**config.mk**
```make
export PLATFORM = sky130hd
export DESIGN_NAME = node_dir_ctrl
export DESIGN_NICKNAME = d
export VERILOG_FILES = /design/src/rtl/node_dir_pkg.sv /design/src/rtl/node_dir_ctl.sv /design/src/rtl/node_dir_dp.sv /design/src/rtl/node_dir_ctrl.sv
export SDC_FILE = /design/constraint.sdc
export NUM_CORES = 1
export LEC_CHECK = 0
export CAP_MARGIN = 10
export CORE_MARGIN = 3
export CORE_UTILIZATION = 38
export CTS_BUF_LIST = sky130_fd_sc_hd__clkbuf_8
export CTS_CLUSTER_SIZE = 28
export DETAILED_ROUTE_END_ITERATION = 8
export GPL_TIMING_DRIVEN = 0
export PLACE_DENSITY = 0.57
export SETUP_SLACK_MARGIN = 0.4
export SLEW_MARGIN = 30
export SYNTH_ARGS = -nofsm -noshare
export SYNTH_HDL_FRONTEND = slang
export SYNTH_HIERARCHICAL = 1
export SYNTH_SLANG_ARGS = --single-unit
```
**constraint.sdc**
```tcl
create_clock -name clk -period 8.4 [get_ports clk]
set_input_delay 1.68 -clock clk [delete_from_list [all_inputs] [get_ports clk]]
set_output_delay 1.68 -clock clk [all_outputs]
set_load 0.005 [all_outputs]
```
**src/rtl/node_dir_pkg.sv**
```systemverilog
package node_dir_pkg;

  typedef enum logic [2:0] {
    K_RD     = 3'd0,
    K_RWITM  = 3'd1,
    K_WB     = 3'd2,
    K_INV    = 3'd3,
    K_RECALL = 3'd4,
    K_DATA   = 3'd5
  } msgKind_e;

  typedef enum logic [2:0] {
    D_NONE, D_SHARE, D_TAKE, D_CLEAR, D_CLEAN, D_EVICT
  } dirOp_e;

  typedef enum logic [1:0] {
    T_HOME, T_SRC, T_OWNER, T_SHARERS
  } dstSel_e;

  // strobes from control to datapath
  typedef struct packed {
    logic     capLoc;
    logic     capIn;
    logic     memRe;
    logic     memWe;
    logic     wbFromIn;
    dirOp_e   dirOp;
    logic     send;
    msgKind_e sendKind;
    dstSel_e  dstSel;
    logic     purge;
    logic     purgeFromIn;
    logic     resp;
    logic     respFromIn;
  } strobe_t;

  // facts about the pending transaction, datapath to control
  typedef struct packed {
    msgKind_e kind;
    logic     fromLoc;
    logic     remoteHome;
    logic     dirty;
    logic     ownerIsSrc;
    logic     invAny;
  } status_t;

endpackage

```
**src/rtl/node_dir_ctl.sv**
```systemverilog
module node_dir_ctl
  import node_dir_pkg::*;
(
  input  logic       clk,
  input  logic       rstN,
  input  logic       locValid,
  input  logic       inValid,
  input  logic [2:0] inKind,
  input  logic       inAddrMatch,
  input  status_t    stat,
  output strobe_t    stb,
  output logic       locReady,
  output logic       inReady
);

  typedef enum logic [2:0] {S_IDLE, S_DECIDE, S_MEMRD, S_WAITWB, S_WAITRSP} state_e;
  state_e state, nextState;

  always_ff @(posedge clk) begin
    if (!rstN) state <= S_IDLE;
    else       state <= nextState;
  end

  always_comb begin
    stb       = '0;
    nextState = state;
    locReady  = 1'b0;
    inReady   = 1'b0;
    case (state)
      S_IDLE: begin
        inReady  = 1'b1;
        locReady = !inValid;
        if (inValid) begin
          stb.capIn = 1'b1;
          nextState = S_DECIDE;
        end else if (locValid) begin
          stb.capLoc = 1'b1;
          nextState  = S_DECIDE;
        end
      end
      S_DECIDE: begin
        nextState = S_IDLE;
        case (stat.kind)
          K_INV, K_RECALL: stb.purge = 1'b1;
          K_WB: begin
            if (stat.remoteHome) begin
              stb.send     = 1'b1;
              stb.sendKind = K_WB;
              stb.dstSel   = T_HOME;
            end else begin
              stb.memWe = 1'b1;
              stb.dirOp = stat.fromLoc ? D_NONE : D_EVICT;
            end
          end
          K_RD, K_RWITM: begin
            if (stat.remoteHome) begin
              stb.send     = 1'b1;
              stb.sendKind = stat.kind;
              stb.dstSel   = T_HOME;
              nextState    = S_WAITRSP;
            end else if (stat.dirty && !stat.ownerIsSrc) begin
              stb.send     = 1'b1;
              stb.sendKind = K_RECALL;
              stb.dstSel   = T_OWNER;
              nextState    = S_WAITWB;
            end else begin
              stb.memRe = 1'b1;
              if (stat.kind == K_RWITM) begin
                stb.send     = stat.invAny;
                stb.sendKind = K_INV;
                stb.dstSel   = T_SHARERS;
                stb.purge    = !stat.fromLoc;
              end
              nextState = S_MEMRD;
            end
          end
          default: ;
        endcase
      end
      S_MEMRD: begin
        nextState = S_IDLE;
        if (stat.fromLoc) begin
          stb.resp  = 1'b1;
          stb.dirOp = (stat.kind == K_RWITM) ? D_CLEAR : D_NONE;
        end else begin
          stb.send     = 1'b1;
          stb.sendKind = K_DATA;
          stb.dstSel   = T_SRC;
          stb.dirOp    = (stat.kind == K_RWITM) ? D_TAKE : D_SHARE;
        end
      end
      S_WAITWB: begin
        inReady = (inKind == K_WB) && inAddrMatch;
        if (inValid && inReady) begin
          stb.memWe    = 1'b1;
          stb.wbFromIn = 1'b1;
          stb.dirOp    = D_CLEAN;
          nextState    = S_DECIDE;
        end
      end
      S_WAITRSP: begin
        inReady = (inKind == K_DATA) || (inKind == K_INV) || (inKind == K_RECALL);
        if (inValid && inReady) begin
          if (inKind == K_DATA) begin
            stb.resp       = 1'b1;
            stb.respFromIn = 1'b1;
            nextState      = S_IDLE;
          end else begin
            stb.purge       = 1'b1;
            stb.purgeFromIn = 1'b1;
          end
        end
      end
      default: nextState = S_IDLE;
    endcase
  end

endmodule

```
**src/rtl/node_dir_dp.sv**
```systemverilog
module node_dir_dp
  import node_dir_pkg::*;
#(
  parameter int ADDR_W  = 8,
  parameter int DATA_W  = 16,
  parameter int NODES   = 4,
  parameter int NODE_ID = 0
) (
  input  logic                          clk,
  input  logic                          rstN,
  input  strobe_t                       stb,
  input  logic [2:0]                    locKind,
  input  logic [ADDR_W-1:0]             locAddr,
  input  logic [DATA_W-1:0]             locWdata,
  input  logic [2:0]                    inKind,
  input  logic [$clog2(NODES)-1:0]      inSrc,
  input  logic [ADDR_W-1:0]             inAddr,
  input  logic [DATA_W-1:0]             inData,
  input  logic [DATA_W-1:0]             memRdata,
  output status_t                       stat,
  output logic                          inAddrMatch,
  output logic                          outValid,
  output logic [2:0]                    outKind,
  output logic [NODES-1:0]              outDstMask,
  output logic [ADDR_W-1:0]             outAddr,
  output logic [DATA_W-1:0]             outData,
  output logic                          memRe,
  output logic                          memWe,
  output logic [ADDR_W-$clog2(NODES)-1:0] memAddr,
  output logic [DATA_W-1:0]             memWdata,
  output logic                          locRespValid,
  output logic [DATA_W-1:0]             locRespData,
  output logic                          purgeValid,
  output logic [ADDR_W-1:0]             purgeAddr
);

  localparam int NODE_BITS = $clog2(NODES);
  localparam int LINE_BITS = ADDR_W - NODE_BITS;
  localparam int DEPTH     = 1 << LINE_BITS;
  localparam logic [NODE_BITS-1:0] SELF = NODE_BITS'(NODE_ID);

  msgKind_e              pendKind;
  logic                  pendFromLoc;
  logic [NODE_BITS-1:0]  pendSrc;
  logic [ADDR_W-1:0]     pendAddr;
  logic [DATA_W-1:0]     pendData;

  logic [NODES-1:0]      shareQ [DEPTH];
  logic                  dirtyQ [DEPTH];
  logic [NODE_BITS-1:0]  ownerQ [DEPTH];

  logic [NODE_BITS-1:0]  pendHome;
  logic [LINE_BITS-1:0]  pendLine;
  logic [NODES-1:0]      srcMask, invMask, curShare;
  logic                  curDirty;
  logic [NODE_BITS-1:0]  curOwner;

  assign pendHome = pendAddr[ADDR_W-1 -: NODE_BITS];
  assign pendLine = pendAddr[LINE_BITS-1:0];
  assign curShare = shareQ[pendLine];
  assign curDirty = dirtyQ[pendLine];
  assign curOwner = ownerQ[pendLine];
  assign srcMask  = pendFromLoc ? '0 : (NODES'(1) << pendSrc);
  assign invMask  = curShare & ~srcMask;

  assign stat.kind       = pendKind;
  assign stat.fromLoc    = pendFromLoc;
  assign stat.remoteHome = (pendHome != SELF);
  assign stat.dirty      = curDirty;
  assign stat.ownerIsSrc = !pendFromLoc && (curOwner == pendSrc);
  assign stat.invAny     = |invMask;

  assign inAddrMatch = (inAddr == pendAddr);
  assign memRe    = stb.memRe;
  assign memWe    = stb.memWe;
  assign memAddr  = pendLine;
  assign memWdata = stb.wbFromIn ? inData : pendData;

  // pending transaction capture
  always_ff @(posedge clk) begin
    if (!rstN) begin
      pendKind    <= K_RD;
      pendFromLoc <= 1'b0;
      pendSrc     <= '0;
      pendAddr    <= '0;
      pendData    <= '0;
    end else if (stb.capIn) begin
      pendKind    <= msgKind_e'(inKind);
      pendFromLoc <= 1'b0;
      pendSrc     <= inSrc;
      pendAddr    <= inAddr;
      pendData    <= inData;
    end else if (stb.capLoc) begin
      pendKind    <= msgKind_e'(locKind);
      pendFromLoc <= 1'b1;
      pendSrc     <= SELF;
      pendAddr    <= locAddr;
      pendData    <= locWdata;
    end
  end

  // directory of home lines
  always_ff @(posedge clk) begin
    if (!rstN) begin
      for (int i = 0; i < DEPTH; i++) begin
        shareQ[i] <= '0;
        dirtyQ[i] <= 1'b0;
        ownerQ[i] <= '0;
      end
    end else begin
      case (stb.dirOp)
        D_SHARE: shareQ[pendLine] <= curShare | srcMask;
        D_TAKE: begin
          shareQ[pendLine] <= srcMask;
          dirtyQ[pendLine] <= 1'b1;
          ownerQ[pendLine] <= pendSrc;
        end
        D_CLEAR: begin
          shareQ[pendLine] <= '0;
          dirtyQ[pendLine] <= 1'b0;
        end
        D_CLEAN: dirtyQ[pendLine] <= 1'b0;
        D_EVICT: begin
          shareQ[pendLine] <= curShare & ~srcMask;
          dirtyQ[pendLine] <= 1'b0;
        end
        default: ;
      endcase
    end
  end

  // registered outputs
  always_ff @(posedge clk) begin
    if (!rstN) begin
      outValid     <= 1'b0;
      outKind      <= '0;
      outDstMask   <= '0;
      outAddr      <= '0;
      outData      <= '0;
      locRespValid <= 1'b0;
      locRespData  <= '0;
      purgeValid   <= 1'b0;
      purgeAddr    <= '0;
    end else begin
      outValid     <= stb.send;
      locRespValid <= stb.resp;
      purgeValid   <= stb.purge;
      if (stb.send) begin
        outKind <= stb.sendKind;
        outAddr <= pendAddr;
        outData <= (stb.sendKind == K_DATA) ? memRdata : pendData;
        case (stb.dstSel)
          T_HOME:  outDstMask <= NODES'(1) << pendHome;
          T_SRC:   outDstMask <= NODES'(1) << pendSrc;
          T_OWNER: outDstMask <= NODES'(1) << curOwner;
          default: outDstMask <= invMask;
        endcase
      end
      if (stb.resp)  locRespData <= stb.respFromIn ? inData : memRdata;
      if (stb.purge) purgeAddr   <= stb.purgeFromIn ? inAddr : pendAddr;
    end
  end

endmodule

```
**src/rtl/node_dir_ctrl.sv**
```systemverilog
module node_dir_ctrl
  import node_dir_pkg::*;
#(
  parameter int ADDR_W  = 8,
  parameter int DATA_W  = 16,
  parameter int NODES   = 4,
  parameter int NODE_ID = 0
) (
  input  logic                            clk,
  input  logic                            rstN,
  input  logic                            locValid,
  input  logic [2:0]                      locKind,
  input  logic [ADDR_W-1:0]               locAddr,
  input  logic [DATA_W-1:0]               locWdata,
  output logic                            locReady,
  output logic                            locRespValid,
  output logic [DATA_W-1:0]               locRespData,
  input  logic                            inValid,
  input  logic [2:0]                      inKind,
  input  logic [$clog2(NODES)-1:0]        inSrc,
  input  logic [ADDR_W-1:0]               inAddr,
  input  logic [DATA_W-1:0]               inData,
  output logic                            inReady,
  output logic                            outValid,
  output logic [2:0]                      outKind,
  output logic [NODES-1:0]                outDstMask,
  output logic [ADDR_W-1:0]               outAddr,
  output logic [DATA_W-1:0]               outData,
  output logic                            memRe,
  output logic                            memWe,
  output logic [ADDR_W-$clog2(NODES)-1:0] memAddr,
  output logic [DATA_W-1:0]               memWdata,
  input  logic [DATA_W-1:0]               memRdata,
  output logic                            purgeValid,
  output logic [ADDR_W-1:0]               purgeAddr
);

  strobe_t stb;
  status_t stat;
  logic    inAddrMatch;

  node_dir_ctl uCtl (
    .clk, .rstN, .locValid, .inValid, .inKind, .inAddrMatch,
    .stat, .stb, .locReady, .inReady
  );

  node_dir_dp #(
    .ADDR_W(ADDR_W), .DATA_W(DATA_W), .NODES(NODES), .NODE_ID(NODE_ID)
  ) uDp (
    .clk, .rstN, .stb, .locKind, .locAddr, .locWdata,
    .inKind, .inSrc, .inAddr, .inData, .memRdata,
    .stat, .inAddrMatch, .outValid, .outKind, .outDstMask, .outAddr, .outData,
    .memRe, .memWe, .memAddr, .memWdata,
    .locRespValid, .locRespData, .purgeValid, .purgeAddr
  );

endmodule

```
Yosys cells after proc, flatten, opt, wreduce, memory -nomap -nowiden
Memories as Yosys holds them, arrays and structs flattened. A register that Yosys moved wholly into a read port is not among the register bits.
Index checks and enable logic that the tools add are counted.
{"block": "classes", "n_bitwise": 10, "reduce_logical": 23, "mux": 100, "shifts": 3, "n_eq_ne": 26}
{"cell": "16-bit two-way mux", "n": 5}
{"cell": "6-bit two-way mux", "n": 13}
{"cell": "1-bit two-way mux", "n": 40}
{"cell": "3-bit two-way mux", "n": 13}
{"cell": "3-bit by 2-bit equality test with 1-bit output, second input constant", "n": 8}
{"cell": "4-bit two-way mux", "n": 6}
{"cell": "8-bit two-way mux", "n": 3}
{"cell": "6-bit one-hot mux with 2 select lines", "n": 2}
{"cell": "3-bit equality test, second input constant", "n": 7}
{"cell": "2-bit two-way mux", "n": 8}
{"cell": "3-bit one-hot mux with 4 select lines", "n": 1}
{"cell": "4-bit one-hot mux with 3 select lines", "n": 1}
{"cell": "1-bit by 2-bit left shift with 4-bit output, first input constant", "n": 3}
{"cell": "3-bit by 1-bit equality test with 1-bit output, second input constant", "n": 3}
{"cell": "3-bit one-hot mux with 3 select lines", "n": 1}
{"cell": "8-bit equality test", "n": 1}
{"cell": "1-bit one-hot mux with 2 select lines", "n": 4}
{"cell": "2-bit OR reduction", "n": 4}
{"cell": "4-bit OR reduction", "n": 2}
{"cell": "7-bit two-way mux", "n": 1}
{"cell": "3-bit logical NOT", "n": 2}
{"cell": "2-bit by 1-bit != test with 1-bit output, second input constant", "n": 3}
{"cell": "1-bit bitwise OR", "n": 6}
{"cell": "1-bit logical AND", "n": 5}
{"cell": "other kinds (16)", "n": 20}
{"block": "word_totals", "ram_bits": 448, "memories": 3, "regBits": 91}
{"memory": "uDp.shareQ", "depth": 64, "word_bits": 4, "rd": 1, "rd_clocked_by_memory_dff": 1, "write_ports": 64, "line_no": "node_dir_dp.sv:48", "rtl": "logic [NODES-1:0] shareQ [DEPTH];"}
{"memory": "uDp.ownerQ", "depth": 64, "word_bits": 2, "rd": 1, "rd_clocked_by_memory_dff": 1, "write_ports": 64, "line_no": "node_dir_dp.sv:50", "rtl": "logic [NODE_BITS-1:0] ownerQ [DEPTH];"}
{"memory": "uDp.dirtyQ", "depth": 64, "word_bits": 1, "rd": 1, "rd_clocked_by_memory_dff": 1, "write_ports": 64, "line_no": "node_dir_dp.sv:49", "rtl": "logic dirtyQ [DEPTH];"}

Longest topological paths before layout
Gate-level depths: netlist of the first run.
{"block": "logic_depth", "depth_word": 14, "ltp_mapped": 20, "depth_no_buf": 15}

Cells and area by module
The synthesis of the first run kept the hierarchy.
{"module": "node_dir_dp", "cells_per_inst": 2219, "seq_area_each_um2": 14694.1, "instances": 1, "area_per_inst_um2": 25488.2}
{"module": "node_dir_ctl", "cells_per_inst": 78, "seq_area_each_um2": 60.1, "instances": 1, "area_per_inst_um2": 550.5}

Worst setup path after synthesis of the first run
No wires, ideal clock.
{"block": "synth_timing", "kind": "input -> output", "start": "input port inAddr[0]", "end": "output port memWdata[10]", "required_ps": 6720, "cell_stages": 9, "setup_slack_ps": 3115, "arrival_ps": 3605, "cell_sequence": "xnor2_1 nand4_1 nor2_1 nor4bb_1 nand4_1 inv_1 clkbuf_1 buf_1 mux2_2"}
{"element": "start, declared", "line_no": "node_dir_ctrl.sv:21", "rtl": "input logic [ADDR_W-1:0] inAddr,"}
{"element": "end, declared", "line_no": "node_dir_ctrl.sv:32", "rtl": "output logic [DATA_W-1:0] memWdata,"}

==> results of run 1 <==
==> critical path, cell delays in order, from the launching register on <==
cell and delay, ns:
dfxtp_1 0.31, buf_2 0.26, buf_2 0.42, buf_2 0.45, buf_1 0.73, mux4_2 0.43, mux4_2 0.54, mux4_2 0.53
buf_4 0.16, nor2b_1 0.19, nor2_1 0.24, buf_4 0.14, clkdlybuf4s50_1 0.49
==> registers in the layout, indices dropped and copies added (netlist names), 3 cells and up, named ones only <==
| register | cells |
|---|---|
| uDp/locRespData | 16 |
| uCtl/state | 3 |
| uDp/pendAddr | 8 |
| uDp/purgeAddr | 8 |
| uDp/pendData | 16 |
| uDp/ownerQ | 128 |
| uDp/outAddr | 8 |
| uDp/outDstMask | 4 |
| uDp/shareQ | 256 |
| uDp/outData | 16 |
| uDp/outKind | 3 |
| uDp/pendKind | 3 |
| uDp/dirtyQ | 64 |
==> cell usage in the layout, fill, tap and decap left out, types with 10 or more instances in the layout <==
cell type          n
nor2_1           449
edfxtp_1         384
nand2_1          265
dfxtp_1          161
clkdlybuf4s50_1  159
mux2i_1          142
clkbuf_1         126
o21ai_0          107
mux4_2            99
clkbuf_8          98
a22oi_1           76
a21oi_1           75
inv_1             41
o211a_1           41
and2_1            36
nor3_1            31
clkinv_1          26
nor2b_1           25
buf_2             25
buf_4             24
nand3_1           24
buf_1             21
mux2_2            19
nand2b_1          13
a31oi_1           12
buf_6             11
xnor2_1           10
==> through the flow <==
step / util [%] / worst slack (ns) / power [µW] / area, µm² / hold slack (ns)
final: 45.19 / 1.128 / 6586 / 30510 / 0.4822
after global routing: 45.19 / 1.020 / 6820 / 30510 / 0.4953
after CTS: 45.17 / 1.215 / 6617 / 30500 / 0.4874
after detailed placement: 42.57 / 1.335 / 4299 / 28740 / 0.4703
after global placement: 42.54 / 1.218 / 4285 / 28720 / 0.4629
after floorplan: - / 3.115 / 3750 / 26040 / 0.4766
==> routing by layer <==
metal	up-vias	global-route usage (%)	wire length, µm
met3	173	5.356	9350
met2	1247	41.03	42740
met1	10175	34.70	37100
met4	2	8.799	2878
li1	8855	-	-
met5	-	0	13
==> final timing paths <==
kind	start	slack, ns	endpoint	depth (start not counted)
worst max-delay path	flop	1.13	memRe	12
worst min-delay path	uDp/locRespData[9]	0.48	uDp/locRespData[9]	1
worst max register to register	flop	1.88	uDp/outData[10]	17
worst min register to register	uDp/locRespData[9]	0.48	uDp/locRespData[9]	1
==> cell usage after synthesis, types with 3 or more instances <==
master	count	share of area, %
a21oi_1	75	1.4
mux2_2	19	0.82
a22oi_1	76	2.2
mux4_2	99	8.6
o2111ai_1	5	0.17
nor4b_1	3	0.10
nand2_1	265	3.8
o21a_1	3	0.086
xnor2_1	10	0.34
clkbuf_1	126	1.8
nor3b_1	6	0.17
o31ai_1	4	0.12
a31oi_1	12	0.29
buf_6	11	0.48
nor2_1	449	6.5
and3b_1	4	0.13
a41oi_1	3	0.10
o211a_1	41	1.6
buf_2	24	0.46
or3_1	5	0.12
mux2i_1	142	5.5
o22a_1	3	0.10
a22o_1	7	0.24
o21ai_0	107	2.1
nand3_1	24	0.46
nor3_1	32	0.62
nor2b_1	25	0.60
buf_4	24	0.69
buf_1	22	0.32
inv_1	8	0.12
and2_1	36	0.86
or3b_2	6	0.20
nand4_1	4	0.096
or2_2	6	0.14
nand3b_1	6	0.17
edfxtp_1	384	44
nand2b_1	13	0.31
dfxtp_1	161	12
==> area by class of cell <==
type / count / area (µm²) / area share [%]
timing repair buffer: 159 / 1592 / 5.217
inverter: 11 / 41.29 / 0.1353
sequential: 545 / 14750 / 48.36
buffer: 208 / 996.0 / 3.265
multi-input combinational: 1533 / 10260 / 33.64
clock buffer: 98 / 1349 / 4.421
tap: 873 / 1092 / 3.581
antenna: 3 / 7.507 / 0.02461
clock inverter: 68 / 411.6 / 1.349
==> cells by family after synthesis <==
family	after synthesis	share of synthesized area, %
DFF	545	56.66
adders and majority gates	2	0.09609
and+or+nand+nor	896	14.68
buffers and inverters	219	3.979
xor gates and xnor gates	10	0.3363
muxes	260	14.84
AOI/OAI and AO/OA	365	9.399
==> power by group through the flow <==
stage,clock network (µW),registers [µW],logic (µW)
final,2320,3040,1230
after global routing,2490,3050,1280
after CTS,2370,3040,1210
after detailed placement,0,3090,1210
after global placement,0,3090,1200
after floorplan,0,3070,683
==> impl_metrics.json, run 1 <==
{
  "clkLatencyLatePin_ns": 0.69,
  "post_cts_buffers": 0,
  "maxSlewHeadroom_pct": 30.88,
  "drive_gt1_share_pct": 11.94,
  "ctsHoldBuffers": 0,
  "async_flop_share_pct": 0,
  "start_util_pct": 38.57,
  "ys_warn_count": 6,
  "syn_nets": 2375,
  "syn_area_per_cell_um2": 11.34,
  "hold_path.class": "reg -> reg",
  "syn_inst": 2297,
  "cts-root-buf": "clkbuf_8",
  "worstMarginPinSlew_ns": 1.033,
  "finalCritPeriodShare_pct": 86.57,
  "fin_skew_ns": 0.03115,
  "final_cells": 3498,
  "numCtsBuffers": 91,
  "power_switching_uw": 1954,
  "drt_iter0_markers": 2437,
  "place.gp.congestion": 0.9478,
  "numClockSinks": 545,
  "antenna_left": 0,
  "cap_violations": 0,
  "die_w_um": 267.8,
  "die_h_um": 267.8,
  "drt_drc_violations_left": 0,
  "antenna_found_initial": 5,
  "vdd_ir_drop_max_mv": 0.09617,
  "setup_viol": 0,
  "synth_area_um2": 26040,
  "row_count": 95,
  "dp.cells": 3329,
  "crit_fanout": 10,
  "grt_pass1_wl_um": 134400,
  "critPathArrivalTime_ns": 5.59,
  "first_global_vias": 20108,
  "seqPwrFrac_pct": 46.2,
  "ys_ff_latch": 545,
  "path_class": "reg -> out",
  "hold_viol_final": 0,
  "p_int_uw": 4632,
  "die_area_um2": 71700,
  "drv_slew": 0,
  "startpoint_type": "flop",
  "power.leakage_uw": 0.01084,
  "grt.total_usage_pct": 25.57,
  "cts_resized": 0,
  "cp.required_ns": 6.72,
  "via_per_inst": 5.847,
  "yosysSeqAreaShare_pct": 56.66,
  "status": "finished clean",
  "vias": 20452,
  "hpwl_um": 67260,
  "endpoint_kind": "primary output",
  "grt_overflow": 0,
  "cts_max_level": 3,
  "routed_wl_um": 92080,
  "layout_min_cycle_time_ns": 7.272,
  "comb_power_share_pct": 18.7,
  "tns_ns": 0,
  "cts_max_path_buffers": 3,
  "p_clk_share_pct": 35.2,
  "synth_ff_type": "edfxtp_1",
  "synth.distinct_cells": 73,
  "p_per_area_nw_per_um2": 215.9,
  "cts_tree": "yes",
  "core_area_um2": 67510,
  "portBuffers": 159,
  "fill_cells": 6339,
  "synth_edf_count": 384,
  "grt_max_degree": 13,
  "switching_share_pct": 29.67,
  "rsz0062_at_grt": "no",
  "syn2layout_area_growth_pct": 17.16,
  "dr.pass1.iters": 5,
  "clk_pin_slew_ns": 0.07,
  "io_pins": 160,
  "routedWlPerCell_um": 26.32,
  "fmax_mhz": 137.5,
  "final_nets": 2627
}
No activity file was read; power rests on OpenSTA's default activity.
==> run 2: changes to the inputs <==
==> constraint.sdc (replaced) <==
create_clock -name clk -period 8.4 [get_ports clk]
set_input_delay 2.1 -clock clk [delete_from_list [all_inputs] [get_ports clk]]
set_output_delay 2.1 -clock clk [all_outputs]
set_load 0.005 [all_outputs]
==> impl_metrics.json, run 2 (synthesized netlist as in run 1, its figures left out) <==
{
  "grt_max_degree": 13,
  "routed_wl_um": 91880,
  "antenna_left": 0,
  "cts_max_path_buffers": 3,
  "via_per_inst": 5.801,
  "largest_reg_flops": 256,
  "grt.total_usage_pct": 25.57,
  "crit_fanout": 10,
  "rrSetupSlack_ns": 1.82,
  "clk_pin_slew_ns": 0.06,
  "met1_length_um": 37010,
  "die_area_um2": 71700,
  "dr.pass1.iters": 5,
  "layout_min_cycle_time_ns": 7.688,
  "drt_drc_violations_left": 0,
  "drt_iter0_markers": 2442,
  "die_h_um": 267.8,
  "critPathArrivalTime_ns": 5.59,
  "cp.required_ns": 6.30,
  "place.gp.congestion": 0.9478,
  "p_per_area_nw_per_um2": 216.0,
  "post_cts_buffers": 0,
  "rsz0062_at_grt": "no",
  "layout_common_cells": "449 x nor2_1, 384 x edfxtp_1, 265 x nand2_1, 161 x dfxtp_1, 159 x clkdlybuf4s50_1",
  "dp.cells": 3329,
  "utilization_pct": 45.20,
  "io_pins": 160,
  "setup_viol": 0,
  "maxSlewHeadroom_pct": 32.13,
  "cts_tree": "yes",
  "syn2layout_area_growth_pct": 17.19,
  "reg.largest.list": "uDp/shareQ: 256 flops, uDp/ownerQ: 128 flops, uDp/dirtyQ: 64 flops",
  "cts_max_level": 3,
  "worstReg2RegEnd": "uDp/outData[10]",
  "power_uw": 6590,
  "antenna_found_initial": 5,
  "cts-root-buf": "clkbuf_8",
  "final_nets": 2627,
  "finalCritPeriodShare_pct": 91.52,
  "regMostFlops": "uDp/shareQ",
  "drive_gt1_share_pct": 12.01,
  "fmax_mhz": 130.1,
  "endpoint": "memRe",
  "grt_pass1_wl_um": 134400,
  "endpoint_kind": "primary output",
  "portBuffers": 159,
  "ctsHoldBuffers": 0,
  "mostFrequentLayoutCell": "nor2_1",
  "path_class": "reg -> out",
  "dr_wl_met3_um": 9315,
  "hpwl_um": 67260,
  "min-delay-start": "uDp/locRespData[9]",
  "rr_worst_depth": 17,
  "start_util_pct": 38.57,
  "grt_overflow": 0,
  "tns_ns": 0,
  "vdd_ir_drop_max_mv": 0.09637,
  "hold_path.class": "reg -> reg",
  "numClockSinks": 545,
  "fin_skew_ns": 0.03766,
  "power.leakage_uw": 0.01084,
  "row_count": 95,
  "vias": 20291,
  "top_layer": "met5",
  "final_cells": 3498,
  "drv_slew": 0,
  "first_global_vias": 20108,
  "worstMarginPinSlew_ns": 1.018,
  "routed-wl-met2_um": 42720,
  "startpoint_type": "flop",
  "die_w_um": 267.8,
  "status": "finished clean",
  "cap_violations": 0,
  "routedWlPerCell_um": 26.27,
  "core_area_um2": 67510,
  "hold_viol_final": 0,
  "fill_cells": 6337,
  "numCtsBuffers": 91,
  "clkLatencyLatePin_ns": 0.69
}
[run 2: changes by cell type in the layout (fill, tap and decap cells not counted), sizes merged]
cell	before	now
buf	82	81
clkbuf	224	225
[run 2: per-layer routing]
metal / global-route usage [%] / vias up
met1: 34.70 / 10088
met2: 41.03 / 1179
met5: 0 / -
met3: 5.356 / 163
met4: 8.799 / 2
li1: - / 8859
[run 2: area by class of cell]
class / instances / area, µm² / area share [%]
Sequential cell: 545 / 14750 / 48.35
Inverter: 11 / 41.29 / 0.1353
Tap cell: 873 / 1092 / 3.580
Clock buffer: 98 / 1349 / 4.420
Buffer: 208 / 997.2 / 3.268
Clock inverter: 68 / 411.6 / 1.349
Antenna cell: 3 / 7.507 / 0.02460
Multi-Input combinational cell: 1533 / 10270 / 33.66
Timing Repair Buffer: 159 / 1592 / 5.216
[run 2: worst max-delay path, cell delays in order, from the launching register on]
cell and delay [ns]:
dfxtp_1 0.31, buf_2 0.26, buf_2 0.42, buf_2 0.45, buf_1 0.74, mux4_2 0.43
mux4_2 0.53, mux4_2 0.53, buf_4 0.16, nor2b_1 0.19, nor2_1 0.23, buf_4 0.14
clkdlybuf4s50_1 0.49
[run 2: timing repair]
action | in CTS | in global routing
endpoints found under the setup margin | 0 | 10
hold endpoints to repair | 0 | 0
resized for setup | 0 | 2
[run 2: worst min path at each step]
stage | endpoint | slack (ns) | cells past startpoint
3_3_place_gp | uDp/purgeAddr[5] | 0.46 | 1
2_1_floorplan | uDp/locRespData[0] | 0.48 | 1
4_1_cts | uDp/locRespData[1] | 0.49 | 1
3_5_place_dp | uDp/locRespData[6] | 0.47 | 1
5_1_grt | uDp/locRespData[9] | 0.50 | 1
6_report | uDp/locRespData[9] | 0.48 | 1
[run 2: power by group]
part / leakage [µW] / total (µW) / switching (µW) / internal, µW
sequential: 0.00527 / 3040 / 62.4 / 2980
clock: 0.00101 / 2320 / 1090 / 1230
combinational: 0.00456 / 1230 / 801 / 429
total: 0.0108 / 6590 / 1960 / 4630
[run 2: stage by stage]
step | setup WS [ns] | cell area [µm²] | hold slack, ns
2_1_floorplan | 2.275 | 26040 | 0.4766
3_3_place_gp | 0.3782 | 28720 | 0.4629
3_5_place_dp | 0.4954 | 28740 | 0.4703
4_1_cts | 0.4832 | 30500 | 0.4874
5_1_grt | 0.5267 | 30510 | 0.4953
6_report | 0.7122 | 30510 | 0.4822
